[config.mk]
export PLATFORM = sky130hd
export DESIGN_NAME = sio_buf_seq
export DESIGN_NICKNAME = d
export VERILOG_FILES = /design/src/rtl/sio_buf_pkg.sv /design/src/rtl/sio_buf_ram.sv /design/src/rtl/sio_addr_gen.sv /design/src/rtl/sio_xfer_ctrl.sv /design/src/rtl/sio_ram_arb.sv /design/src/rtl/sio_buf_seq.sv
export SDC_FILE = /design/constraint.sdc
export NUM_CORES = 1
export LEC_CHECK = 0
export CORE_ASPECT_RATIO = 1.25
export CORE_MARGIN = 2
export CORE_UTILIZATION = 56
export CTS_BUF_LIST = sky130_fd_sc_hd__clkbuf_4 sky130_fd_sc_hd__clkbuf_8 sky130_fd_sc_hd__clkbuf_16
export DETAILED_ROUTE_END_ITERATION = 10
export PLACE_DENSITY = 0.76
export SYNTH_ARGS = -nofsm -noshare
export SYNTH_HDL_FRONTEND = slang
export SYNTH_HIERARCHICAL = 1
export SYNTH_SLANG_ARGS = --single-unit
[constraint.sdc]
create_clock -name clk -period 4.7 [get_ports clk]
set_input_delay 0.94 -clock clk [delete_from_list [all_inputs] [get_ports clk]]
set_output_delay 0.94 -clock clk [all_outputs]
set_load 0.02 [all_outputs]
[src/rtl/sio_buf_pkg.sv]
package sio_buf_pkg;

  parameter int unsigned SB_DATA_W = 8;
  parameter int unsigned SB_DEPTH  = 128;
  parameter int unsigned SB_OFFS_W = 8;
  parameter int unsigned SB_CNT_W  = 8;

  // who drives the single memory port in a given cycle
  typedef enum logic [1:0] {
    OWN_NONE   = 2'd0,
    OWN_SEQ_RD = 2'd1,
    OWN_SEQ_WR = 2'd2,
    OWN_CPU    = 2'd3
  } ram_owner_e;

endpackage

[src/rtl/sio_buf_ram.sv]
module sio_buf_ram #(
  parameter int DATA_W = 8,
  parameter int DEPTH  = 128,
  parameter int AW     = $clog2(DEPTH)
) (
  input  logic              clk,
  input  logic              en,
  input  logic              we,
  input  logic [AW-1:0]     addr,
  input  logic [DATA_W-1:0] wdata,
  output logic [DATA_W-1:0] q
);

  logic [DATA_W-1:0] mem [DEPTH];

  // single port, registered read, no reset on the array
  always_ff @(posedge clk) begin
    if (en) begin
      if (we) mem[addr] <= wdata;
      else    q         <= mem[addr];
    end
  end

endmodule

[src/rtl/sio_addr_gen.sv]
module sio_addr_gen #(
  parameter int DEPTH = 128,
  parameter int AW    = $clog2(DEPTH)
) (
  input  logic          split,
  input  logic [AW-1:0] offset,
  input  logic [AW-1:0] idx,
  output logic [AW-1:0] tx_addr,
  output logic [AW-1:0] rx_addr
);

  localparam logic [AW-1:0] HALF = AW'(DEPTH / 2);

  // AW-bit sums wrap inside the window by construction
  always_comb begin
    tx_addr = offset + idx;
    rx_addr = split ? (tx_addr + HALF) : tx_addr;
  end

endmodule

[src/rtl/sio_xfer_ctrl.sv]
module sio_xfer_ctrl #(
  parameter int DEPTH  = 128,
  parameter int OFFS_W = 8,
  parameter int CNT_W  = 8,
  parameter int AW     = $clog2(DEPTH),
  parameter int LEN_W  = AW + 1
) (
  input  logic              clk,
  input  logic              rst,
  input  logic              start,
  input  logic              cfg_split,
  input  logic [OFFS_W-1:0] cfg_offset,
  input  logic [CNT_W-1:0]  cfg_count,
  input  logic              req,
  input  logic              rx_valid,
  output logic              busy,
  output logic [AW-1:0]     idx,
  output logic [LEN_W-1:0]  len_q,
  output logic              split_q,
  output logic [AW-1:0]     offset_q,
  output logic              seq_rd,
  output logic              seq_wr,
  output logic              tx_valid,
  output logic              done
);

  localparam int CMP_W = (CNT_W > LEN_W) ? CNT_W : LEN_W;

  logic [CMP_W-1:0] cnt_x, full_x, len_x;
  logic [LEN_W-1:0] idx_next;
  logic             last;

  generate
    if (OFFS_W > AW) begin : g_offs_hi
      logic unused_offs_hi;
      assign unused_offs_hi = ^cfg_offset[OFFS_W-1:AW];
    end
  endgenerate

  // byte count resolution: zero means full area, larger values saturate
  always_comb begin
    cnt_x  = CMP_W'(cfg_count);
    full_x = cfg_split ? CMP_W'(DEPTH / 2) : CMP_W'(DEPTH);
    len_x  = ((cnt_x == '0) || (cnt_x > full_x)) ? full_x : cnt_x;
  end

  assign seq_wr   = busy & rx_valid;
  assign seq_rd   = busy & req & ~rx_valid;
  assign idx_next = {1'b0, idx} + LEN_W'(1);
  assign last     = (idx_next == len_q);

  always_ff @(posedge clk) begin
    if (rst) begin
      busy     <= 1'b0;
      idx      <= '0;
      len_q    <= '0;
      split_q  <= 1'b0;
      offset_q <= '0;
      tx_valid <= 1'b0;
      done     <= 1'b0;
    end else begin
      done     <= 1'b0;
      tx_valid <= seq_rd;
      if (start) begin
        busy     <= 1'b1;
        idx      <= '0;
        split_q  <= cfg_split;
        offset_q <= cfg_offset[AW-1:0];
        len_q    <= LEN_W'(len_x);
      end else if (seq_wr) begin
        if (last) begin
          busy <= 1'b0;
          idx  <= '0;
          done <= 1'b1;
        end else begin
          idx <= idx + AW'(1);
        end
      end
    end
  end

endmodule

[src/rtl/sio_ram_arb.sv]
module sio_ram_arb
  import sio_buf_pkg::*;
#(
  parameter int DATA_W = 8,
  parameter int DEPTH  = 128,
  parameter int AW     = $clog2(DEPTH)
) (
  input  logic              clk,
  input  logic              rst,
  input  logic              seq_rd,
  input  logic              seq_wr,
  input  logic [AW-1:0]     tx_addr,
  input  logic [AW-1:0]     rx_addr,
  input  logic [DATA_W-1:0] rx_data,
  input  logic              cpu_en,
  input  logic              cpu_we,
  input  logic [AW-1:0]     cpu_addr,
  input  logic [DATA_W-1:0] cpu_wdata,
  output logic              cpu_ready,
  output logic              cpu_rvalid,
  output logic              ram_en,
  output logic              ram_we,
  output logic [AW-1:0]     ram_addr,
  output logic [DATA_W-1:0] ram_wdata
);

  ram_owner_e owner;

  always_comb begin
    if (seq_wr)      owner = OWN_SEQ_WR;
    else if (seq_rd) owner = OWN_SEQ_RD;
    else if (cpu_en) owner = OWN_CPU;
    else             owner = OWN_NONE;
  end

  assign cpu_ready = ~(seq_rd | seq_wr);

  always_comb begin
    ram_en    = 1'b0;
    ram_we    = 1'b0;
    ram_addr  = cpu_addr;
    ram_wdata = cpu_wdata;
    unique case (owner)
      OWN_SEQ_WR: begin
        ram_en    = 1'b1;
        ram_we    = 1'b1;
        ram_addr  = rx_addr;
        ram_wdata = rx_data;
      end
      OWN_SEQ_RD: begin
        ram_en   = 1'b1;
        ram_addr = tx_addr;
      end
      OWN_CPU: begin
        ram_en = 1'b1;
        ram_we = cpu_we;
      end
      default: ;
    endcase
  end

  always_ff @(posedge clk) begin
    if (rst) cpu_rvalid <= 1'b0;
    else     cpu_rvalid <= (owner == OWN_CPU) & ~cpu_we;
  end

endmodule

[src/rtl/sio_buf_seq.sv]
module sio_buf_seq #(
  parameter int DATA_W = 8,
  parameter int DEPTH  = 128,
  parameter int OFFS_W = 8,
  parameter int CNT_W  = 8
) (
  input  logic                     clk,
  input  logic                     rst,
  input  logic                     cfg_split,
  input  logic [OFFS_W-1:0]        cfg_offset,
  input  logic [CNT_W-1:0]         cfg_count,
  input  logic                     start,
  input  logic                     req,
  output logic                     tx_valid,
  output logic [DATA_W-1:0]        tx_data,
  input  logic                     rx_valid,
  input  logic [DATA_W-1:0]        rx_data,
  output logic                     done,
  input  logic                     cpu_en,
  input  logic                     cpu_we,
  input  logic [$clog2(DEPTH)-1:0] cpu_addr,
  input  logic [DATA_W-1:0]        cpu_wdata,
  output logic                     cpu_ready,
  output logic [DATA_W-1:0]        cpu_rdata,
  output logic                     cpu_rvalid
);

  localparam int AW    = $clog2(DEPTH);
  localparam int LEN_W = AW + 1;

  logic              busy_w, split_w, seq_rd_w, seq_wr_w;
  logic [AW-1:0]     idx_w, offset_w, tx_addr_w, rx_addr_w;
  logic [LEN_W-1:0]  len_w;
  logic              ram_en_w, ram_we_w;
  logic [AW-1:0]     ram_addr_w;
  logic [DATA_W-1:0] ram_wdata_w, ram_q_w;

  sio_xfer_ctrl #(
    .DEPTH(DEPTH), .OFFS_W(OFFS_W), .CNT_W(CNT_W), .AW(AW), .LEN_W(LEN_W)
  ) u_ctrl (
    .clk(clk), .rst(rst), .start(start),
    .cfg_split(cfg_split), .cfg_offset(cfg_offset), .cfg_count(cfg_count),
    .req(req), .rx_valid(rx_valid),
    .busy(busy_w), .idx(idx_w), .len_q(len_w),
    .split_q(split_w), .offset_q(offset_w),
    .seq_rd(seq_rd_w), .seq_wr(seq_wr_w),
    .tx_valid(tx_valid), .done(done)
  );

  sio_addr_gen #(.DEPTH(DEPTH), .AW(AW)) u_addr (
    .split(split_w), .offset(offset_w), .idx(idx_w),
    .tx_addr(tx_addr_w), .rx_addr(rx_addr_w)
  );

  sio_ram_arb #(.DATA_W(DATA_W), .DEPTH(DEPTH), .AW(AW)) u_arb (
    .clk(clk), .rst(rst),
    .seq_rd(seq_rd_w), .seq_wr(seq_wr_w),
    .tx_addr(tx_addr_w), .rx_addr(rx_addr_w), .rx_data(rx_data),
    .cpu_en(cpu_en), .cpu_we(cpu_we), .cpu_addr(cpu_addr), .cpu_wdata(cpu_wdata),
    .cpu_ready(cpu_ready), .cpu_rvalid(cpu_rvalid),
    .ram_en(ram_en_w), .ram_we(ram_we_w), .ram_addr(ram_addr_w), .ram_wdata(ram_wdata_w)
  );

  sio_buf_ram #(.DATA_W(DATA_W), .DEPTH(DEPTH), .AW(AW)) u_ram (
    .clk(clk), .en(ram_en_w), .we(ram_we_w), .addr(ram_addr_w),
    .wdata(ram_wdata_w), .q(ram_q_w)
  );

  assign tx_data   = ram_q_w;
  assign cpu_rdata = ram_q_w;

endmodule

==> PnR_summary.wiki <==
{| class="wikitable"
! Metric !! Value
|-
| Result of the run || finished, final reports clean
|-
| Peak supply drop || 0.2706 mV
|-
| Top-area cell type share of the netlist area || 72.82%
|-
| # nets final || 3347
|-
| Average routed wire per standard cell || 31.21 µm
|-
| Vias in the first global route || 29192
|-
| Post-Route Utilization || 69.03%
|-
| Peak fanout along the critical path || 27
|-
| Final Total Pwr || 22.63 mW
|-
| Ys async rst share || 0%
|-
| Headroom to the max-slew limit || 13.48%
|-
| Syn Inst Count || 2699
|-
| TritonCTS clock tree || built
|-
| I/O Pins || 67
|-
| Starting density of the core || 56.26%
|-
| Drt total wl || 135700 µm
|-
| Wire length of the first global-routing pass || 194800 µm
|-
| Kind of launch point of the worst setup path || primary input
|-
| Worst hold-check path type || flip-flop to flip-flop
|-
| Number of synthesized flops with an enable pin || 1032
|-
| Num Clock Sinks || 1059
|-
| P per Cell Area || 433.5 nW/µm²
|-
| Hold Violations, Final || 0
|-
| Post-layout minimum cycle time || 4.686 ns
|-
| Number of failing setup endpoints in the final timing report || 0
|-
| Sequential share of the synthesized area || 74.09%
|-
| Half-perimeter wire length after detailed placement || 89210 µm
|-
| Static Leakage || 17.93 nW
|-
| Top cells by area, synth || sky130_fd_sc_hd__edfxtp_1 73%, sky130_fd_sc_hd__mux2i_1 3.6%, sky130_fd_sc_hd__a221oi_1 3.0%
|-
| Count of cell types in the netlist || 87
|-
| Clock-pin slew on the worst setup and hold paths || 0.06 ns
|-
| Drt via density || 6.833
|-
| Die outline area || 78230 µm²
|-
| Total of hold buffers inserted after clock tree synthesis || 0
|-
| Worst Max-Slew Pin Slew || 1.298 ns
|-
| Worst-path cell with the longest stage delay || sky130_fd_sc_hd__or4_1
|-
| Count of final max-slew check failures || 0
|-
| Clock Skew || 0.03195 ns
|-
| 1st-iter DRT viols || 4809
|-
| Pin count of the biggest net entering global routing || 106
|-
| Synthesized flop and latch total || 1059
|-
| Fraction of synthesized area in multiplexers || 4.813%
|-
| WHS || 0.5101 ns
|-
| Clock latency at the later pin of the worst-skew pair || 0.68 ns
|-
| Antenna violations before repair || 2
|-
| Drt first pass iters || 6
|-
| Highest attainable clock frequency || 213.4 MHz
|-
| Vias after detailed routing || 29708
|-
| All-layer global routing usage || 34.23%
|-
| Most frequently used flop master after synthesis || sky130_fd_sc_hd__edfxtp_1
|-
| Standard-cell row count || 113
|-
| Post-synthesis cell type with the largest combined area || sky130_fd_sc_hd__edfxtp_1
|-
| Count of antenna-violating nets left after detailed routing || 0
|-
| Complex-gate fraction of the synthesized area || 12.61%
|-
| Fraction of layout cells with a size suffix above 1 || 26.57%
|-
| GP Congestion || 0.9792
|-
| Sequence of cells on the critical path || clkdlybuf4s50_1, and3b_1, nand2b_1, nand2_1, ha_2, dlymetal6s2s_1, nand2_1, o21ai_4, buf_12, buf_4, nor2b_4, buf_12, a221oi_1, nor2_1, o21ai_2, buf_4, a41oi_1, or4_1
|-
| Data arrival time at the worst-slack endpoint || 5.10 ns
|-
| Number of H-tree levels || 3
|-
| Adder-Cell Fraction of Synth Area || 0.4292%
|-
| Horiz. Die Dim || 250.6 µm
|-
| Buffer levels on the longest clock path || 3
|-
| Count of warnings emitted by yosys || 6
|-
| Count of unresolved DRC violations after routing || 0
|-
| Netlist area before placement || 42560 µm²
|-
| XOR/XNOR share of the synthesized area || 0.3822%
|-
| Quantity of I/O buffers inserted on ports || 65
|-
| Clock tree root buffer cell || sky130_fd_sc_hd__clkbuf_16
|-
| Data required time of the critical path || 5.11 ns
|-
| Core area || 75640 µm²
|-
| Share of the clock period used by the worst path after layout || 99.71%
|-
| Number of max-capacitance violations reported || 0
|-
| Post-Syn Area per Cell || 15.77 µm²
|-
| Critical setup path kind || primary input to flip-flop
|-
| Area growth, synth to finish || 22.68%
|-
| Critical path capture point type || flip-flop
|-
| Longest individual stage delay on the worst path || 0.58 ns
|-
| Post-synthesis share of cell area spent on and, or, nand and nor gates || 5.051%
|-
| GRT Residual Overflow || 0
|-
| Die height || 312.2 µm
|-
| Post-Synthesis Net Count || 2760
|-
| CTS Buf Count || 96
|-
| Largest family of logic cells by synthesized area || compound AO/OA/AOI/OAI gates
|}
-- Yosys cell counts (all sizes together), types with 22 or more instances --
cell type / number
edfxtp: 1032
nor2b: 36
mux2i: 151
clkbuf: 72
buf: 135
o22ai: 79
nand3: 22
a22oi: 101
o21ai: 89
nor2: 212
dfxtp: 27
a21oi: 99
nand2: 112
mux2: 33
a22o: 77
a221oi: 147
-- stage by stage --
stage | TNS (ns) | setup WS, ns | cell area (µm²) | instances
final | 0 | 0.01351 | 52210 | 4348
after global routing | -0.1470 | -0.03266 | 52210 | 4346
after CTS | 0 | 0.003057 | 51950 | 4333
after detailed placement | -156.95 | -0.9471 | 48600 | 4146
after global placement | -148.16 | -0.8960 | 48600 | 4146
after floorplan | 0 | 0.002522 | 42560 | 2699
-- cells in the final DEF, fill, tap and decap left out, drive strengths merged, types with 6 or more instances in the layout --
cell type / Yosys / routed
a22o: 77 / 77
nor2: 212 / 212
a221oi: 147 / 147
mux2: 33 / 33
nand2: 112 / 112
nor3: 10 / 10
nand3b: 9 / 9
buf: 135 / 628
and2: 6 / 6
mux2i: 151 / 151
or3b: 12 / 12
nand2b: 16 / 16
clkdlybuf4s50: 0 / 65
nand3: 22 / 22
bufinv: 0 / 11
a22oi: 101 / 101
o22a: 14 / 14
a2111oi: 14 / 14
edfxtp: 1032 / 1032
o22ai: 79 / 79
a211oi: 11 / 11
dfxtp: 27 / 27
o21ai: 89 / 90
xnor2: 13 / 13
mux4: 6 / 6
inv: 18 / 21
nor2b: 36 / 36
clkinv: 2 / 46
a31oi: 9 / 9
ha: 13 / 13
clkbuf: 72 / 119
a21oi: 99 / 99
a221o: 18 / 18
o221ai: 7 / 7
o31ai: 6 / 6
-- state kept, by name, summed over array words and instances, names as in the netlist --
signal and count:
u_ctrl/busy 1, u_ctrl/split_q 1, u_ctrl/idx 7, u_ctrl/tx_valid 1, u_ctrl/len_q 8, u_ctrl/done 1, u_ram/mem 1024, u_ram/q 8
u_ctrl/offset_q 7, u_arb/cpu_rvalid 1
-- report_power, final --
part	total, mW	internal, mW	switching (mW)
sequential	10.6	10.6	0.0692
combinational	3.90	1.50	2.39
clock	8.11	4.66	3.45
-- area by class of cell --
type	instances	area, µm²
well taps	977	1222
fillers	4660	23430
multi-input cells	1414	10140
flip-flops and latches	1059	31530
clock buffers	118	2679
repair buffers	695	5968
diodes	2	5.005
inverters	20	76.32
clock inverters	63	590.6
-- what timing repair did --
item,CTS,global route
cloned,0,2
pin swaps,3,6
gates resized for setup,3,35
setup buffers,6,11
setup endpoints to repair,4,8
-- critical path: cells and delay by family --
family          cells  cell delay [ns]
compound gates      4             0.93
fa+ha+maj           1             0.38
buf+inv             6             1.39
simple gates        7             1.42
-- kinds of logic (layout without fill, tap and decap cells) --
kind of cell             after synthesis  count (layout)
AO/OA/AOI/OAI                        728             729
XOR/XNOR                              17              17
adder cells (fa/ha/maj)               14              14
buffers and inverters                227             896
flip-flops                          1059            1059
multiplexers                         190             190
other                                  0               2
AND/OR/NAND/NOR                      464             464
-- final timing paths --
kind                                            startpoint                        to  slack, ns  depth (start not counted)
worst max-delay path                              rx_valid      u_ram/q[6]$_DFFE_PP_       0.01                         18
worst min register to register    u_ctrl/busy$_SDFFE_PP0P_  u_ctrl/busy$_SDFFE_PP0P_       0.51                          2
worst max register to register  u_ctrl/idx[0]$_SDFFE_PP0P_      u_ram/q[2]$_DFFE_PP_       0.37                         14
worst min-delay path              u_ctrl/busy$_SDFFE_PP0P_  u_ctrl/busy$_SDFFE_PP0P_       0.51                          2
-- per-layer routing --
metal	routed length, µm	vias to the layer above	track usage (%)
li1	-	12031	-
met1	45110	14549	42.83
met2	62630	2521	54.22
met3	17290	605	7.412
met4	10640	2	22.71
met5	13	-	0
No activity file was read; power rests on OpenSTA's default activity.
